## src/rtl/fbp_pkg.sv

```systemverilog
// Shared types and constants for the flash byte program sequencer.
// Assumes a byte-wide flash command set with status bits 7 (ready) and 4 (fail).
package fbp_pkg;
    typedef enum logic [4:0] {
        S_IDLE, S_FETCH, S_DUMMY, S_GATE_P, S_LANE, S_CMD, S_DATA, S_STAT,
        S_POLL, S_GATE_TO, S_TO_CLR, S_GATE_RD, S_RD_MODE, S_GATE_ER,
        S_ER_CLR, S_WAIT, S_REWIND, S_SETTLE, S_VFETCH, S_VREAD, S_FIN
    } state_t;

    localparam logic [7:0] OP_PROGRAM = 8'h40;
    localparam logic [7:0] OP_STATUS  = 8'h70;
    localparam logic [7:0] OP_CLEAR   = 8'h50;
    localparam logic [7:0] OP_READ    = 8'hFF;
    localparam int READY_BIT = 7;
    localparam int FAIL_BIT  = 4;
endpackage

```

## src/rtl/fbp_timer.sv

```systemverilog
// Saturating up-counter with a run-time limit.
// Assumes clr has priority over en; hit is high once cnt reaches limit.
module fbp_timer #(
    parameter int W = 8
) (
    input  logic         clk,
    input  logic         rst_n,
    input  logic         clr,
    input  logic         en,
    input  logic [W-1:0] limit,
    output logic         hit
);
    logic [W-1:0] cnt_q;

    assign hit = (cnt_q >= limit);

    // Count enabled cycles, holding at the limit.
    always_ff @(posedge clk) begin
        if (!rst_n || clr)
            cnt_q <= '0;
        else if (en && !hit)
            cnt_q <= cnt_q + W'(1);
    end
endmodule

```

## src/rtl/fbp_clip.sv

```systemverilog
// Limits a byte count so a run never leaves its 2**BB-byte region.
// Assumes blk_off is the offset of the first byte inside the region.
module fbp_clip #(
    parameter int BB = 16
) (
    input  logic [BB-1:0] blk_off,
    input  logic [BB:0]   req,
    output logic [BB:0]   eff
);
    logic [BB:0] room;

    // Bytes left between the start offset and the region end.
    always_comb begin
        room = (BB+1)'(1 << BB) - {1'b0, blk_off};
        eff  = (req > room) ? room : req;
    end
endmodule

```

## src/rtl/fbp_lane_split.sv

```systemverilog
// Splits a byte address into a word-aligned bus address and a byte lane.
// Assumes 4-byte words on the command bus.
module fbp_lane_split #(
    parameter int AW = 22
) (
    input  logic [AW-1:0] byte_addr,
    output logic [AW-1:0] word_addr,
    output logic [1:0]    lane
);
    // Clear the low bits for the bus and keep them as the lane.
    always_comb begin
        word_addr = {byte_addr[AW-1:2], 2'b00};
        lane      = byte_addr[1:0];
    end
endmodule

```

## src/rtl/fbp_seq.sv

```systemverilog
// Flash byte program sequencer: programs a clipped run of stream bytes with
// per-byte status polling and retries, then verifies against a replayed stream.
// Assumes fl_rdata is valid combinationally in the cycle fl_re is high, and the
// source restarts its stream when src_rewind pulses.
module fbp_seq #(
    parameter int          ADDR_W     = 22,
    parameter int          BLK_BITS   = 16,
    parameter int unsigned CMD_OFS    = 32'h8000,
    parameter int unsigned STAT_OFS   = 32'h10000,
    parameter int unsigned STAT_TO    = 50_000_000,
    parameter int unsigned BLK_TO     = 1_500_000_000,
    parameter int unsigned RETRY_WAIT = 500_000,
    parameter int unsigned SETTLE     = 500_000
) (
    input  logic                clk,
    input  logic                rst_n,
    input  logic                start,
    input  logic [ADDR_W-1:0]   start_addr,
    input  logic [BLK_BITS:0]   req_count,
    input  logic                in_valid,
    input  logic [7:0]          in_data,
    output logic                in_ready,
    output logic                src_rewind,
    output logic [ADDR_W-1:0]   fl_addr,
    output logic [7:0]          fl_wdata,
    output logic                fl_we,
    output logic                fl_re,
    input  logic [7:0]          fl_rdata,
    output logic                gate_pulse,
    output logic                lane_wr,
    output logic [1:0]          lane_val,
    output logic                busy,
    output logic                done,
    output logic [BLK_BITS:0]   res_count,
    output logic                res_err
);
    import fbp_pkg::*;

    localparam int CW = BLK_BITS + 1;
    localparam int unsigned TMAX_A = (STAT_TO > RETRY_WAIT) ? STAT_TO : RETRY_WAIT;
    localparam int unsigned TMAX   = (TMAX_A > SETTLE) ? TMAX_A : SETTLE;
    localparam int TW = $clog2(TMAX + 1);
    localparam int DW = $clog2(BLK_TO + 1);
    localparam logic [ADDR_W-1:0] A_CMD  = ADDR_W'(CMD_OFS);
    localparam logic [ADDR_W-1:0] A_STAT = ADDR_W'(STAT_OFS);

    state_t              state_q;
    logic [CW-1:0]       idx_q, cnt_q;
    logic [ADDR_W-1:0]   base_q;
    logic [7:0]          byte_q;
    logic                fail_q;
    logic [CW-1:0]       eff_count;
    logic [ADDR_W-1:0]   cur_addr, word_addr;
    logic                last;
    logic                tmr_en, tmr_hit, dl_hit;
    logic [TW-1:0]       tmr_limit;

    assign cur_addr = base_q + ADDR_W'(idx_q);
    assign last     = ((idx_q + CW'(1)) == cnt_q);

    fbp_clip #(.BB(BLK_BITS)) u_clip (
        .blk_off (start_addr[BLK_BITS-1:0]),
        .req     (req_count),
        .eff     (eff_count)
    );

    fbp_lane_split #(.AW(ADDR_W)) u_split (
        .byte_addr (cur_addr),
        .word_addr (word_addr),
        .lane      (lane_val)
    );

    // Pick the wait length for the state that is timing.
    always_comb begin
        tmr_en = (state_q == S_POLL) || (state_q == S_WAIT) || (state_q == S_SETTLE);
        case (state_q)
            S_POLL:  tmr_limit = TW'(STAT_TO - 1);
            S_WAIT:  tmr_limit = TW'(RETRY_WAIT - 1);
            default: tmr_limit = TW'(SETTLE - 1);
        endcase
    end

    fbp_timer #(.W(TW)) u_wait (
        .clk   (clk),
        .rst_n (rst_n),
        .clr   (!tmr_en),
        .en    (tmr_en),
        .limit (tmr_limit),
        .hit   (tmr_hit)
    );

    fbp_timer #(.W(DW)) u_deadline (
        .clk   (clk),
        .rst_n (rst_n),
        .clr   (state_q == S_IDLE),
        .en    (busy),
        .limit (DW'(BLK_TO)),
        .hit   (dl_hit)
    );

    // Sequence control and result registers.
    always_ff @(posedge clk) begin
        if (!rst_n) begin
            state_q   <= S_IDLE;
            idx_q     <= '0;
            cnt_q     <= '0;
            base_q    <= '0;
            byte_q    <= '0;
            fail_q    <= 1'b0;
            res_count <= '0;
            res_err   <= 1'b0;
        end else begin
            case (state_q)
                S_IDLE: if (start) begin
                    base_q  <= start_addr;
                    cnt_q   <= eff_count;
                    idx_q   <= '0;
                    res_err <= 1'b0;
                    if (eff_count == '0) begin
                        res_count <= '0;
                        state_q   <= S_FIN;
                    end else begin
                        state_q <= S_FETCH;
                    end
                end
                S_FETCH: if (in_valid) begin
                    byte_q  <= in_data;
                    state_q <= S_DUMMY;
                end
                S_DUMMY:  state_q <= S_GATE_P;
                S_GATE_P: state_q <= S_LANE;
                S_LANE:   state_q <= S_CMD;
                S_CMD:    state_q <= S_DATA;
                S_DATA:   state_q <= S_STAT;
                S_STAT:   state_q <= S_POLL;
                S_POLL: begin
                    if (fl_rdata[READY_BIT]) begin
                        fail_q  <= fl_rdata[FAIL_BIT];
                        state_q <= S_GATE_RD;
                    end else if (tmr_hit) begin
                        state_q <= S_GATE_TO;
                    end
                end
                S_GATE_TO: state_q <= S_TO_CLR;
                S_TO_CLR:  state_q <= S_DUMMY;
                S_GATE_RD: state_q <= S_RD_MODE;
                S_RD_MODE: begin
                    if (fail_q) begin
                        state_q <= S_GATE_ER;
                    end else if (last) begin
                        state_q <= S_REWIND;
                    end else begin
                        idx_q   <= idx_q + CW'(1);
                        state_q <= S_FETCH;
                    end
                end
                S_GATE_ER: state_q <= S_ER_CLR;
                S_ER_CLR: begin
                    if (dl_hit) begin
                        res_err   <= 1'b1;
                        res_count <= '0;
                        state_q   <= S_FIN;
                    end else begin
                        state_q <= S_WAIT;
                    end
                end
                S_WAIT: if (tmr_hit) state_q <= S_DUMMY;
                S_REWIND: begin
                    idx_q   <= '0;
                    state_q <= S_SETTLE;
                end
                S_SETTLE: if (tmr_hit) state_q <= S_VFETCH;
                S_VFETCH: if (in_valid) begin
                    byte_q  <= in_data;
                    state_q <= S_VREAD;
                end
                S_VREAD: begin
                    if (fl_rdata != byte_q) begin
                        res_count <= '0;
                        state_q   <= S_FIN;
                    end else if (last) begin
                        res_count <= cnt_q;
                        state_q   <= S_FIN;
                    end else begin
                        idx_q   <= idx_q + CW'(1);
                        state_q <= S_VFETCH;
                    end
                end
                default: state_q <= S_IDLE;
            endcase
        end
    end

    // Bus, gate, lane and handshake outputs decoded from the state.
    always_comb begin
        fl_addr    = '0;
        fl_wdata   = '0;
        fl_we      = 1'b0;
        fl_re      = 1'b0;
        gate_pulse = 1'b0;
        lane_wr    = 1'b0;
        in_ready   = (state_q == S_FETCH) || (state_q == S_VFETCH);
        src_rewind = (state_q == S_REWIND);
        done       = (state_q == S_FIN);
        busy       = (state_q != S_IDLE) && (state_q != S_FIN);
        case (state_q)
            S_DUMMY, S_POLL: begin
                fl_re   = 1'b1;
                fl_addr = A_CMD;
            end
            S_GATE_P, S_GATE_TO, S_GATE_RD, S_GATE_ER: gate_pulse = 1'b1;
            S_LANE: lane_wr = 1'b1;
            S_CMD: begin
                fl_we    = 1'b1;
                fl_addr  = word_addr;
                fl_wdata = OP_PROGRAM;
            end
            S_DATA: begin
                fl_we    = 1'b1;
                fl_addr  = word_addr;
                fl_wdata = byte_q;
            end
            S_STAT: begin
                fl_we    = 1'b1;
                fl_addr  = A_STAT;
                fl_wdata = OP_STATUS;
            end
            S_TO_CLR, S_ER_CLR: begin
                fl_we    = 1'b1;
                fl_addr  = A_CMD;
                fl_wdata = OP_CLEAR;
            end
            S_RD_MODE: begin
                fl_we    = 1'b1;
                fl_addr  = A_CMD;
                fl_wdata = OP_READ;
            end
            S_VREAD: begin
                fl_re   = 1'b1;
                fl_addr = cur_addr;
            end
            default: ;
        endcase
    end
endmodule

```

## config.mk

```make
export PLATFORM = sky130hd
export DESIGN_NAME = fbp_seq
export DESIGN_NICKNAME = d
export VERILOG_FILES = /design/src/rtl/fbp_pkg.sv /design/src/rtl/fbp_timer.sv /design/src/rtl/fbp_clip.sv /design/src/rtl/fbp_lane_split.sv /design/src/rtl/fbp_seq.sv
export SDC_FILE = /design/constraint.sdc
export NUM_CORES = 1
export LEC_CHECK = 0
export CAP_MARGIN = 20
export CORE_ASPECT_RATIO = 1.75
export CORE_MARGIN = 5
export CORE_UTILIZATION = 40
export DETAILED_ROUTE_END_ITERATION = 10
export SLEW_MARGIN = 20
export SYNTH_ARGS = -nofsm -noshare
export SYNTH_HDL_FRONTEND = slang
export SYNTH_SLANG_ARGS = --single-unit
```

## constraint.sdc

```tcl
create_clock -name clk -period 4.5 [get_ports clk]
set_input_delay 0.45 -clock clk [delete_from_list [all_inputs] [get_ports clk]]
set_output_delay 0.45 -clock clk [all_outputs]
set_load 0.1 [all_outputs]
```

# == Word level (Yosys, flattened, before mapping) ==
# Cells that the tools add are included.
# totals
input_bits,59
reg_bits,145
# classes
addsub,5
n_reduce_logical,32
n_mux,36
eq_ne,34
magnitude_cmp,3
# ops
operator,n
17-bit 2-to-1 mux,10
5-bit one-hot mux with 20 select lines,1
22-bit one-hot mux with 4 select lines,1
17-bit one-hot mux with 4 select lines,1
5-bit 2-to-1 mux,11
17-bit one-hot mux with 3 select lines,1
5-bit by 4-bit == test with 1-bit output (second input constant),8
8-bit one-hot mux with 5 select lines,1
31-bit by 1-bit adder with 31-bit output (second input constant),1
31-bit greater-or-equal comparator (second input constant),1
26-bit by 1-bit adder with 26-bit output (second input constant),1
26-bit greater-or-equal comparator,1
26-bit 2-to-1 mux,1
5-bit == test (second input constant),5
22-bit by 17-bit adder with 22-bit output,1
5-bit by 3-bit == test with 1-bit output (second input constant),4
17-bit by 1-bit adder with 17-bit output (second input constant),1
17-bit == test,1
17-bit > comparator,1
17-bit zero test,1
17-bit by 16-bit subtractor with 17-bit output (first input constant),1
2-bit inequality test (second input constant),6
5-bit by 2-bit == test with 1-bit output (second input constant),2
8-bit inequality test,1
26 further kinds,47

# == Depth between registers and ports, before layout ==
# Gate-level depths: netlist of the first run.
# logic_depth
ltp_word,7
ltp_mapped,17
mapped_depth_nobuf,15

# == Cells and area by module ==
# From an unflattened synthesis of the first run, not the netlist that was laid out.
# unflattened
hier_cells,1491
area_unflattened_um2,11669.9
# by_module_without_submodules
mod,area_each_um2,cells_per_inst,n_inst,seq_area_each_um2
fbp_seq,6198.4,795,1,1761.7
fbp_timer at u_deadline,2402.3,301,1,620.6
fbp_timer at u_wait,1948.1,245,1,520.5
fbp_clip,937.1,125,1,0.0
fbp_lane_split,183.9,25,1,0.0

# == Least setup slack after synthesis of the first run ==
# OpenSTA, ideal clock, no wires.
# synth_path
path_type,reg-to-output
startpoint,reg idx_q[5]
endpoint,out fl_addr[9]
setup_slack_ns,-2.112
t_arrival_ns,6.162
path_stages_with_launch,7
path_cell_list,dfxtp_1 -> ha_1 -> or4_1 -> a21oi_1 -> or2_2 -> nor2_1 -> a2111oi_0
# synth_between
elab_chain_cells,2
# synth_lines
item,line_no,rtl
"start, declared",fbp_seq.sv:48,"logic [CW-1:0] idx_q, cnt_q;"
"start signal, assigned",fbp_seq.sv:153,idx_q <= idx_q + CW'(1);
"start signal, assigned",fbp_seq.sv:185,idx_q <= idx_q + CW'(1);
22-bit by 17-bit adder with 22-bit output,fbp_seq.sv:58,assign cur_addr = base_q + ADDR_W'(idx_q);
22-bit one-hot mux with 4 select lines,fbp_seq.sv:206,case (state_q)
"end, declared",fbp_seq.sv:24,"output logic [ADDR_W-1:0] fl_addr,"
# Every way passes these cells.

# == Worst setup path in the final report of the first run ==
# layout_path
startpoint,reg idx_q[2]
endpoint,out fl_addr[16]
# The elaborated chain is that of the path after synthesis.

==> results.sh, run 1 <==
export IMPL_portBuffers=116
export IMPL_required_ns=4.05
export IMPL_async_flop_share_pct=0
export IMPL_synth_ff_type="dfxtp_1"
export IMPL_rr_worst_depth=13
export IMPL_fin_crit_ns=4.22
export IMPL_drcViolationCount=0
export IMPL_dr_pass1_iters=5
export IMPL_wl_per_cell_um=18.2
export IMPL_min_path_cells=2
export IMPL_via_per_inst=5.72
export IMPL_diodes=0
export IMPL_hold_class="flip-flop to flip-flop"
export IMPL_fin_crit_sh_pct=93.7
export IMPL_synthesis_nets=1424
export IMPL_drt_met1_wl_um=12200
export IMPL_p_switching_mw=1.84
export IMPL_critPathBufInv=1
export IMPL_p_sw_share_pct=38.1
export IMPL_clock_sinks=145
export IMPL_syn_area_um2=10300
export IMPL_end_kind="output port"
export IMPL_cp_slowest_cell="dfxtp_1"
export IMPL_route_met2_wl_um=16800
export IMPL_slew_headroom_pct=31.1
export IMPL_synthDistinctLibCells=89
export IMPL_grt_pass1_wl_um=51500
export IMPL_fp_row_count=77
export IMPL_yosysMostFrequentCell="dfxtp_1"
export IMPL_finalHoldViolCount=0
export IMPL_postCtsHoldBufs=0
export IMPL_synth_edff_count=0
export IMPL_numCtsBuffers=17
export IMPL_clockBufferDepth=2
export IMPL_drv_slew=0
export IMPL_cts_setup_buffers=0
export IMPL_synth_top_cell_area_share_pct=28.2
export IMPL_p_per_area_nw_per_um2=387
export IMPL_seq_area_frac_synth_pct=28.2
export IMPL_crit_fanout=13
export IMPL_status="finished, final reports clean"
export IMPL_dr_wl_met3_um=1150
export IMPL_fp_dieH_um=222
export IMPL_top_layer="met4"
export IMPL_synth_area_leaders="dfxtp_1 (28%), ha_1 (6.3%), xor2_1 (5.5%), nor2_1 (5.3%), nand2_1 (5.1%)"
export IMPL_track_usage_pct=21.5
export IMPL_setup_violations=0
export IMPL_finClkSkew_ns=0.00923
export IMPL_synthToLayoutAreaGrowth_pct=21.4
export IMPL_rsz0062_at_grt="false"
export IMPL_netlist_instances=1312
export IMPL_worstMarginPinSlew_ns=1.03
export IMPL_critical_path_max_stage_delay_ns=0.66
export IMPL_synth_top_area_cell="dfxtp_1"
export IMPL_startpoint_type="flip-flop"
export IMPL_cap_violations=0
export IMPL_io_pin_count=117
export IMPL_fin_setup_tns_ns=0
export IMPL_gp_congestion=0.916
export IMPL_netlist_top_cells_count="dfxtp_1 (145), nor2_1 (144), nand2_1 (141)"
export IMPL_die_area_um2=29100
export IMPL_grt_pass1_vias=9872
export IMPL_peakVddDrop_v=0.000332
export IMPL_ctsResizeCount=0
export IMPL_hpwlAfterDp_um=24200
export IMPL_leakage_nw=4.84
export IMPL_internal_power_mw=2.99
export IMPL_clock_power_share_pct=33.1
export IMPL_die_w_um=131
export IMPL_ctsRootBufferMaster="clkbuf_16"
export IMPL_cts_tree="done"
export IMPL_clk_latency_ns=0.44
export IMPL_grt_max_degree=49
export IMPL_core_area_um2=25300
export IMPL_pwr_share_seq_pct=32.7
export IMPL_p_comb_share_pct=34.2
export IMPL_drtIter0Drc=637
export IMPL_critPathTopFamily="compound AO/OA/AOI/OAI gates"
export IMPL_nNetsFinal=1526
export IMPL_critPathKind="flip-flop to output port"
export IMPL_grt_antenna_before_repair=0
export IMPL_grt_remaining_overflow=0
export IMPL_path_clk_slew_ns=0.06
export IMPL_routed_wl_um=31800
export IMPL_worst_hold_slack_ns=0.462
export IMPL_crit_chain="ha_1, a211oi_1, o21ai_0, a21oi_1, o311ai_0, a21oi_1, xnor2_1, o211ai_1, a21oi_1, buf_12"
export IMPL_ys_ff_latch=145
export IMPL_drive_gt1_share_pct=11.0
export IMPL_vias=9963
export IMPL_cts_max_level=4
export IMPL_yosysWarnings=0
export IMPL_crit_top_cell="a21oi_1"
export IMPL_path_depth=10
export IMPL_max_freq_mhz=237
export IMPL_fillerInstances=2557
export IMPL_initial_core_util_pct=40.6
export IMPL_cp_arrival_ns=3.77
export IMPL_ant_nets=0
export IMPL_syn_area_per_cell_um2=7.84
[state kept, by name, summed over array words and instances (netlist names)]
signal            count
base_q               22
byte_q                8
cnt_q                17
fail_q                1
idx_q                17
res_count            17
res_err               1
state_q               5
u_deadline.cnt_q     31
u_wait.cnt_q         26
[tightest hold or removal path: cells and delay by family (launching register included)]
kind / cells / cell delay [ns]
AO/OA/AOI/OAI: 1 / 0.05
flip-flops: 1 / 0.31
AND/OR/NAND/NOR: 1 / 0.05
[layer usage]
metal  track usage [%]  up-vias
met5                 0        -
met1              23.4     4689
li1                  -     4960
met3              3.86       70
met4              11.1        0
met2              39.2      244
[worst paths after layout]
kind	start	endpoint	slack [ns]
worst min-delay path	base_q[7]$_SDFFE_PN0P_	base_q[7]$_SDFFE_PN0P_	0.46
worst min register to register	base_q[7]$_SDFFE_PN0P_	base_q[7]$_SDFFE_PN0P_	0.46
worst max register to register	state_q[4]$_SDFFE_PN0P_	state_q[4]$_SDFFE_PN0P_	0.75
worst max-delay path	idx_q[2]$_SDFFE_PN0P_	fl_addr[16]	0.28
[layout by cell type, fill, tap and decap left out, types with 8 or more instances in the layout]
cell             synthesis  routed
a211oi_1                25      25
a21oi_1                 80      80
a2bb2oi_1                8       8
a2bb2oi_2               10      10
a31oi_1                 23      23
and2_1                  28      28
and3_1                  26      26
and4_1                   8       8
buf_4                    3      66
clkbuf_16                0      17
clkdlybuf4s50_1          0      93
dfxtp_1                145     145
ha_1                    52      52
inv_1                   38      38
mux2i_1                 15      15
nand2_1                141     140
nand2b_1                14      14
nand3_1                 48      48
nand4_1                 51      51
nor2_1                 144     144
nor2b_1                 14      14
nor3_1                  40      40
nor4_1                   9       9
o211ai_1                23      23
o21ai_0                 32      32
or3_1                   10      10
xnor2_1                 44      44
xor2_1                  65      65
[power by group through the flow]
stage | sequential (mW) | clock [mW] | combinational (mW)
final | 1.58 | 1.60 | 1.65
after global routing | 1.59 | 1.68 | 1.80
after CTS | 1.58 | 1.64 | 1.66
after detailed placement | 1.60 | 0 | 1.65
after global placement | 1.60 | 0 | 1.64
after floorplan | 1.53 | 0 | 1.21
[through the flow]
| stage | power, mW | instance area, µm² | util, % | setup WS, ns | cells |
|---|---|---|---|---|---|
| 4_1_cts | 4.87 | 12500 | 49.2 | 0.244 | 1743 |
| 3_5_place_dp | 3.26 | 11800 | 46.7 | 0.0489 | 1711 |
| 6_report | 4.83 | 12500 | 49.3 | 0.283 | 1743 |
| 5_1_grt | 5.08 | 12500 | 49.3 | 0.0477 | 1743 |
| 3_3_place_gp | 3.24 | 11800 | 46.7 | 0.150 | 1711 |
| 2_1_floorplan | 2.74 | 10300 | - | 0.234 | 1312 |
[kinds of logic (layout without fill, tap and decap cells)]
group	count (synthesis)	after routing	synth area share, %
and+or+nand+nor	583	583	29.1
buffers and inverters	117	232	4.83
adders and majority gates	53	53	6.52
muxes	18	18	1.79
xor gates and xnor gates	109	109	9.28
AOI/OAI and AO/OA	287	287	20.2
DFF	145	145	28.2
[layout make-up]
class | count | area, µm² | share of cell area, %
multi-input combinational | 1050 | 6900 | 55.3
timing repair buffer | 162 | 1490 | 11.9
sequential | 145 | 2900 | 23.3
inverter | 38 | 143 | 1.14
clock buffer | 22 | 474 | 3.80
clock inverter | 10 | 180 | 1.44
tap | 316 | 395 | 3.17
Power figures use the tool's default switching activity.
==> run 2, diff against run 1 <==
ABC_AREA = 1   (was unset)
==> run 2 against run 1 <==
Via count grew 11%. Area after synthesis up 1.8%. Hold slack better by 0.011 ns. Wire length is 5.7% higher. Die area grew 1.7%. Core utilization shrank 1.4 points. Clock-buffer cell count unchanged. Flip-flop and latch count is the same. Global-route usage is 0.77 points higher. First-iteration DRC count fell by 14%. Non-clock buffer count shrank 33. Worst setup slack gained 0.29 ns. Critical path type is now input port to flip-flop. Critical endpoint is now res_count[9]$_SDFFE_PN0P_.
==> results.sh, run 2 <==
export IMPL_status="finished, final reports clean"
export IMPL_r2r_end="state_q[2]$_SDFFE_PN0P_"
export IMPL_rr_worst_depth=19
export IMPL_gp_congestion=0.997
export IMPL_synth_area_leaders="dfxtp_1 (28%), nand2_1 (16%), nor2_1 (7.7%), inv_1 (7.2%), a21oi_1 (6.9%)"
export IMPL_mostFrequentLayoutCells="nand2_1 (451), nor2_1 (214), inv_1 (200), dfxtp_1 (145), a21oi_1 (144)"
export IMPL_fin_crit_sh_pct=87.3
export IMPL_netlist_top_cells_count="nand2_1 (451), nor2_1 (214), inv_1 (201)"
export IMPL_max_freq_mhz=255
export IMPL_ant_nets=0
export IMPL_clockBufferDepth=2
export IMPL_rsz0062_at_grt="false"
export IMPL_worstMarginPinSlew_ns=1.01
export IMPL_worst_hold_slack_ns=0.473
export IMPL_syn_area_per_cell_um2=6.23
export IMPL_core_area_um2=25900
export IMPL_cts_setup_buffers=0
export IMPL_min_path_cells=2
export IMPL_cts_tree="done"
export IMPL_end_kind="flip-flop"
export IMPL_clk_latency_ns=0.44
export IMPL_cap_violations=0
export IMPL_diodes=0
export IMPL_via_per_inst=5.24
export IMPL_syn_area_um2=10500
export IMPL_fp_dieH_um=224
export IMPL_synth_top_cell_area_share_pct=27.7
export IMPL_slew_headroom_pct=32.5
export IMPL_hold_class="flip-flop to flip-flop"
export IMPL_drtIter0Drc=551
export IMPL_grt_pass1_vias=10800
export IMPL_p_per_area_nw_per_um2=519
export IMPL_min_delay_start="u_deadline.cnt_q[29]$_SDFFE_PP0P_"
export IMPL_synth_ff_type="dfxtp_1"
export IMPL_yosysWarnings=0
export IMPL_wl_per_cell_um=15.9
export IMPL_drv_slew=0
export IMPL_ctsRootBufferMaster="clkbuf_16"
export IMPL_portBuffers=116
export IMPL_finalHoldViolCount=0
export IMPL_io_pin_count=117
export IMPL_holdPathEnd="u_deadline.cnt_q[29]$_SDFFE_PP0P_"
export IMPL_vias=11100
export IMPL_critPathKind="input port to flip-flop"
export IMPL_synth_edff_count=0
export IMPL_synth_top_area_cell="dfxtp_1"
export IMPL_reg_top3="u_deadline.cnt_q x31, u_wait.cnt_q x26, base_q x22"
export IMPL_setup_violations=0
export IMPL_register_area_um2=2900
export IMPL_fin_crit_ns=3.93
export IMPL_async_flop_share_pct=0
export IMPL_largest_reg_flops=31
export IMPL_initial_core_util_pct=40.5
export IMPL_leakage_nw=5.26
export IMPL_fillerInstances=2754
export IMPL_nNetsFinal=1893
export IMPL_ys_ff_latch=145
export IMPL_routed_wl_um=33600
export IMPL_peakVddDrop_v=0.000409
export IMPL_crit_fanout=35
export IMPL_final_common_cell="nand2_1"
export IMPL_drcViolationCount=0
export IMPL_die_area_um2=29600
export IMPL_largest_register="u_deadline.cnt_q"
export IMPL_netlist_instances=1680
export IMPL_required_ns=4.83
export IMPL_dpl_cell_area_um2=11800
export IMPL_grt_antenna_before_repair=0
export IMPL_path_clk_slew_ns=0.06
export IMPL_fp_row_count=78
export IMPL_ctsResizeCount=0
export IMPL_synthToLayoutAreaGrowth_pct=18.4
export IMPL_grt_max_degree=82
export IMPL_grt_pass1_wl_um=53400
export IMPL_postCtsHoldBufs=0
export IMPL_track_usage_pct=22.3
export IMPL_drive_gt1_share_pct=5.97
export IMPL_die_w_um=132
export IMPL_reg2reg_slack_ns=1.05
export IMPL_synthesis_nets=1792
export IMPL_cts_max_level=4
export IMPL_finClkSkew_ns=0.00631
export IMPL_seq_area_frac_synth_pct=27.7
export IMPL_hpwlAfterDp_um=27000
export IMPL_cp_arrival_ns=4.26
export IMPL_rr_startpoint="state_q[3]$_SDFFE_PN0P_"
export IMPL_yosysMostFrequentCell="nand2_1"
export IMPL_multi_input_area_um2=6520
export IMPL_clock_sinks=145
export IMPL_fin_area_um2=12400
export IMPL_synthDistinctLibCells=56
export IMPL_grt_remaining_overflow=0
export IMPL_dr_pass1_iters=5
export IMPL_numCtsBuffers=17
export IMPL_startpoint_type="input port"
export IMPL_fin_setup_tns_ns=0
## run 2: changes by cell type after synthesis, sizes merged, moves of 27 or more
cell | previous run | this run
inv | 38 | 205
a21oi | 80 | 145
and2 | 29 | 2
clkbuf | 56 | 27
xor2 | 65 | 37
nor2 | 145 | 233
nand3 | 49 | 106
o21ai | 34 | 81
nand2 | 143 | 457
xnor2 | 44 | 13
## run 2: where the power goes
part / internal (mW) / switching, mW / total [mW]
sequential: 1.56 / 0.324 / 1.89
clock: 0.855 / 0.565 / 1.42
combinational: 0.885 / 2.24 / 3.13
## run 2: kinds of logic after synthesis
kind of cell / synth area share [%]
and+or+nand+nor: 37.5
AOI/OAI and AO/OA: 14.0
buffers and inverters: 9.96
DFF: 27.7
adders and majority gates: 6.41
xor gates and xnor gates: 4.40
## run 2: layer usage
metal	up-vias	part of all wire, %	global-route usage [%]
met2	280	55	43.9
met5	-	0	0
met4	0	5.5	12.7
met1	5035	37	21.8
li1	5676	-	-
met3	90	2.8	2.97
## run 2: worst max path at each step
stage	startpoint	to	slack, ns
global route	start_addr[0]	res_count[11]$_SDFFE_PN0P_	0.10
floorplan	state_q[4]$_SDFFE_PN0P_	byte_q[0]$_SDFFE_PN0P_	0.37
detailed placement	start_addr[0]	res_count[9]$_SDFFE_PN0P_	0.12
global placement	start_addr[0]	res_count[1]$_SDFFE_PN0P_	0.22
CTS	start_addr[0]	res_count[9]$_SDFFE_PN0P_	0.58
finish	start_addr[0]	res_count[9]$_SDFFE_PN0P_	0.57
## run 2: per-stage QoR
stage	std cells	setup WS [ns]	total power, mW	util (%)
floorplan	1680	0.370	4.30	-
global placement	2082	0.224	5.02	45.6
detailed placement	2082	0.116	5.04	45.6
CTS	2113	0.576	6.48	47.9
global route	2113	0.104	6.84	47.9
finish	2113	0.571	6.43	47.9
## run 2: worst max-delay path: stages
cell and delay [ns]:
clkdlybuf4s50_1 0.42, inv_1 0.15, ha_1 0.21, nand2_1 0.08, nor2_1 0.17, inv_1 0.07
o21ai_0 0.17, o21ai_0 0.16, ha_1 0.33, a21o_1 0.18, nor2_1 0.10, nand2_1 0.06
nand2_1 0.06, nand3_2 0.15, nand2_2 0.32, nand2_1 0.08, o21ai_1 0.11, nand2_1 0.09
nor2_2 0.17, nand4_2 0.12, nand2_4 0.31, nand3_1 0.13, nand2_1 0.09, nor2_1 0.05
## run 2: area by class of cell
cell class	instances	area share, %
clock buffer	22	3.83
sequential	145	23.4
multi-input combinational	1281	52.6
tap	320	3.23
timing repair buffer	129	9.72
inverter	207	6.29
clock inverter	9	0.869
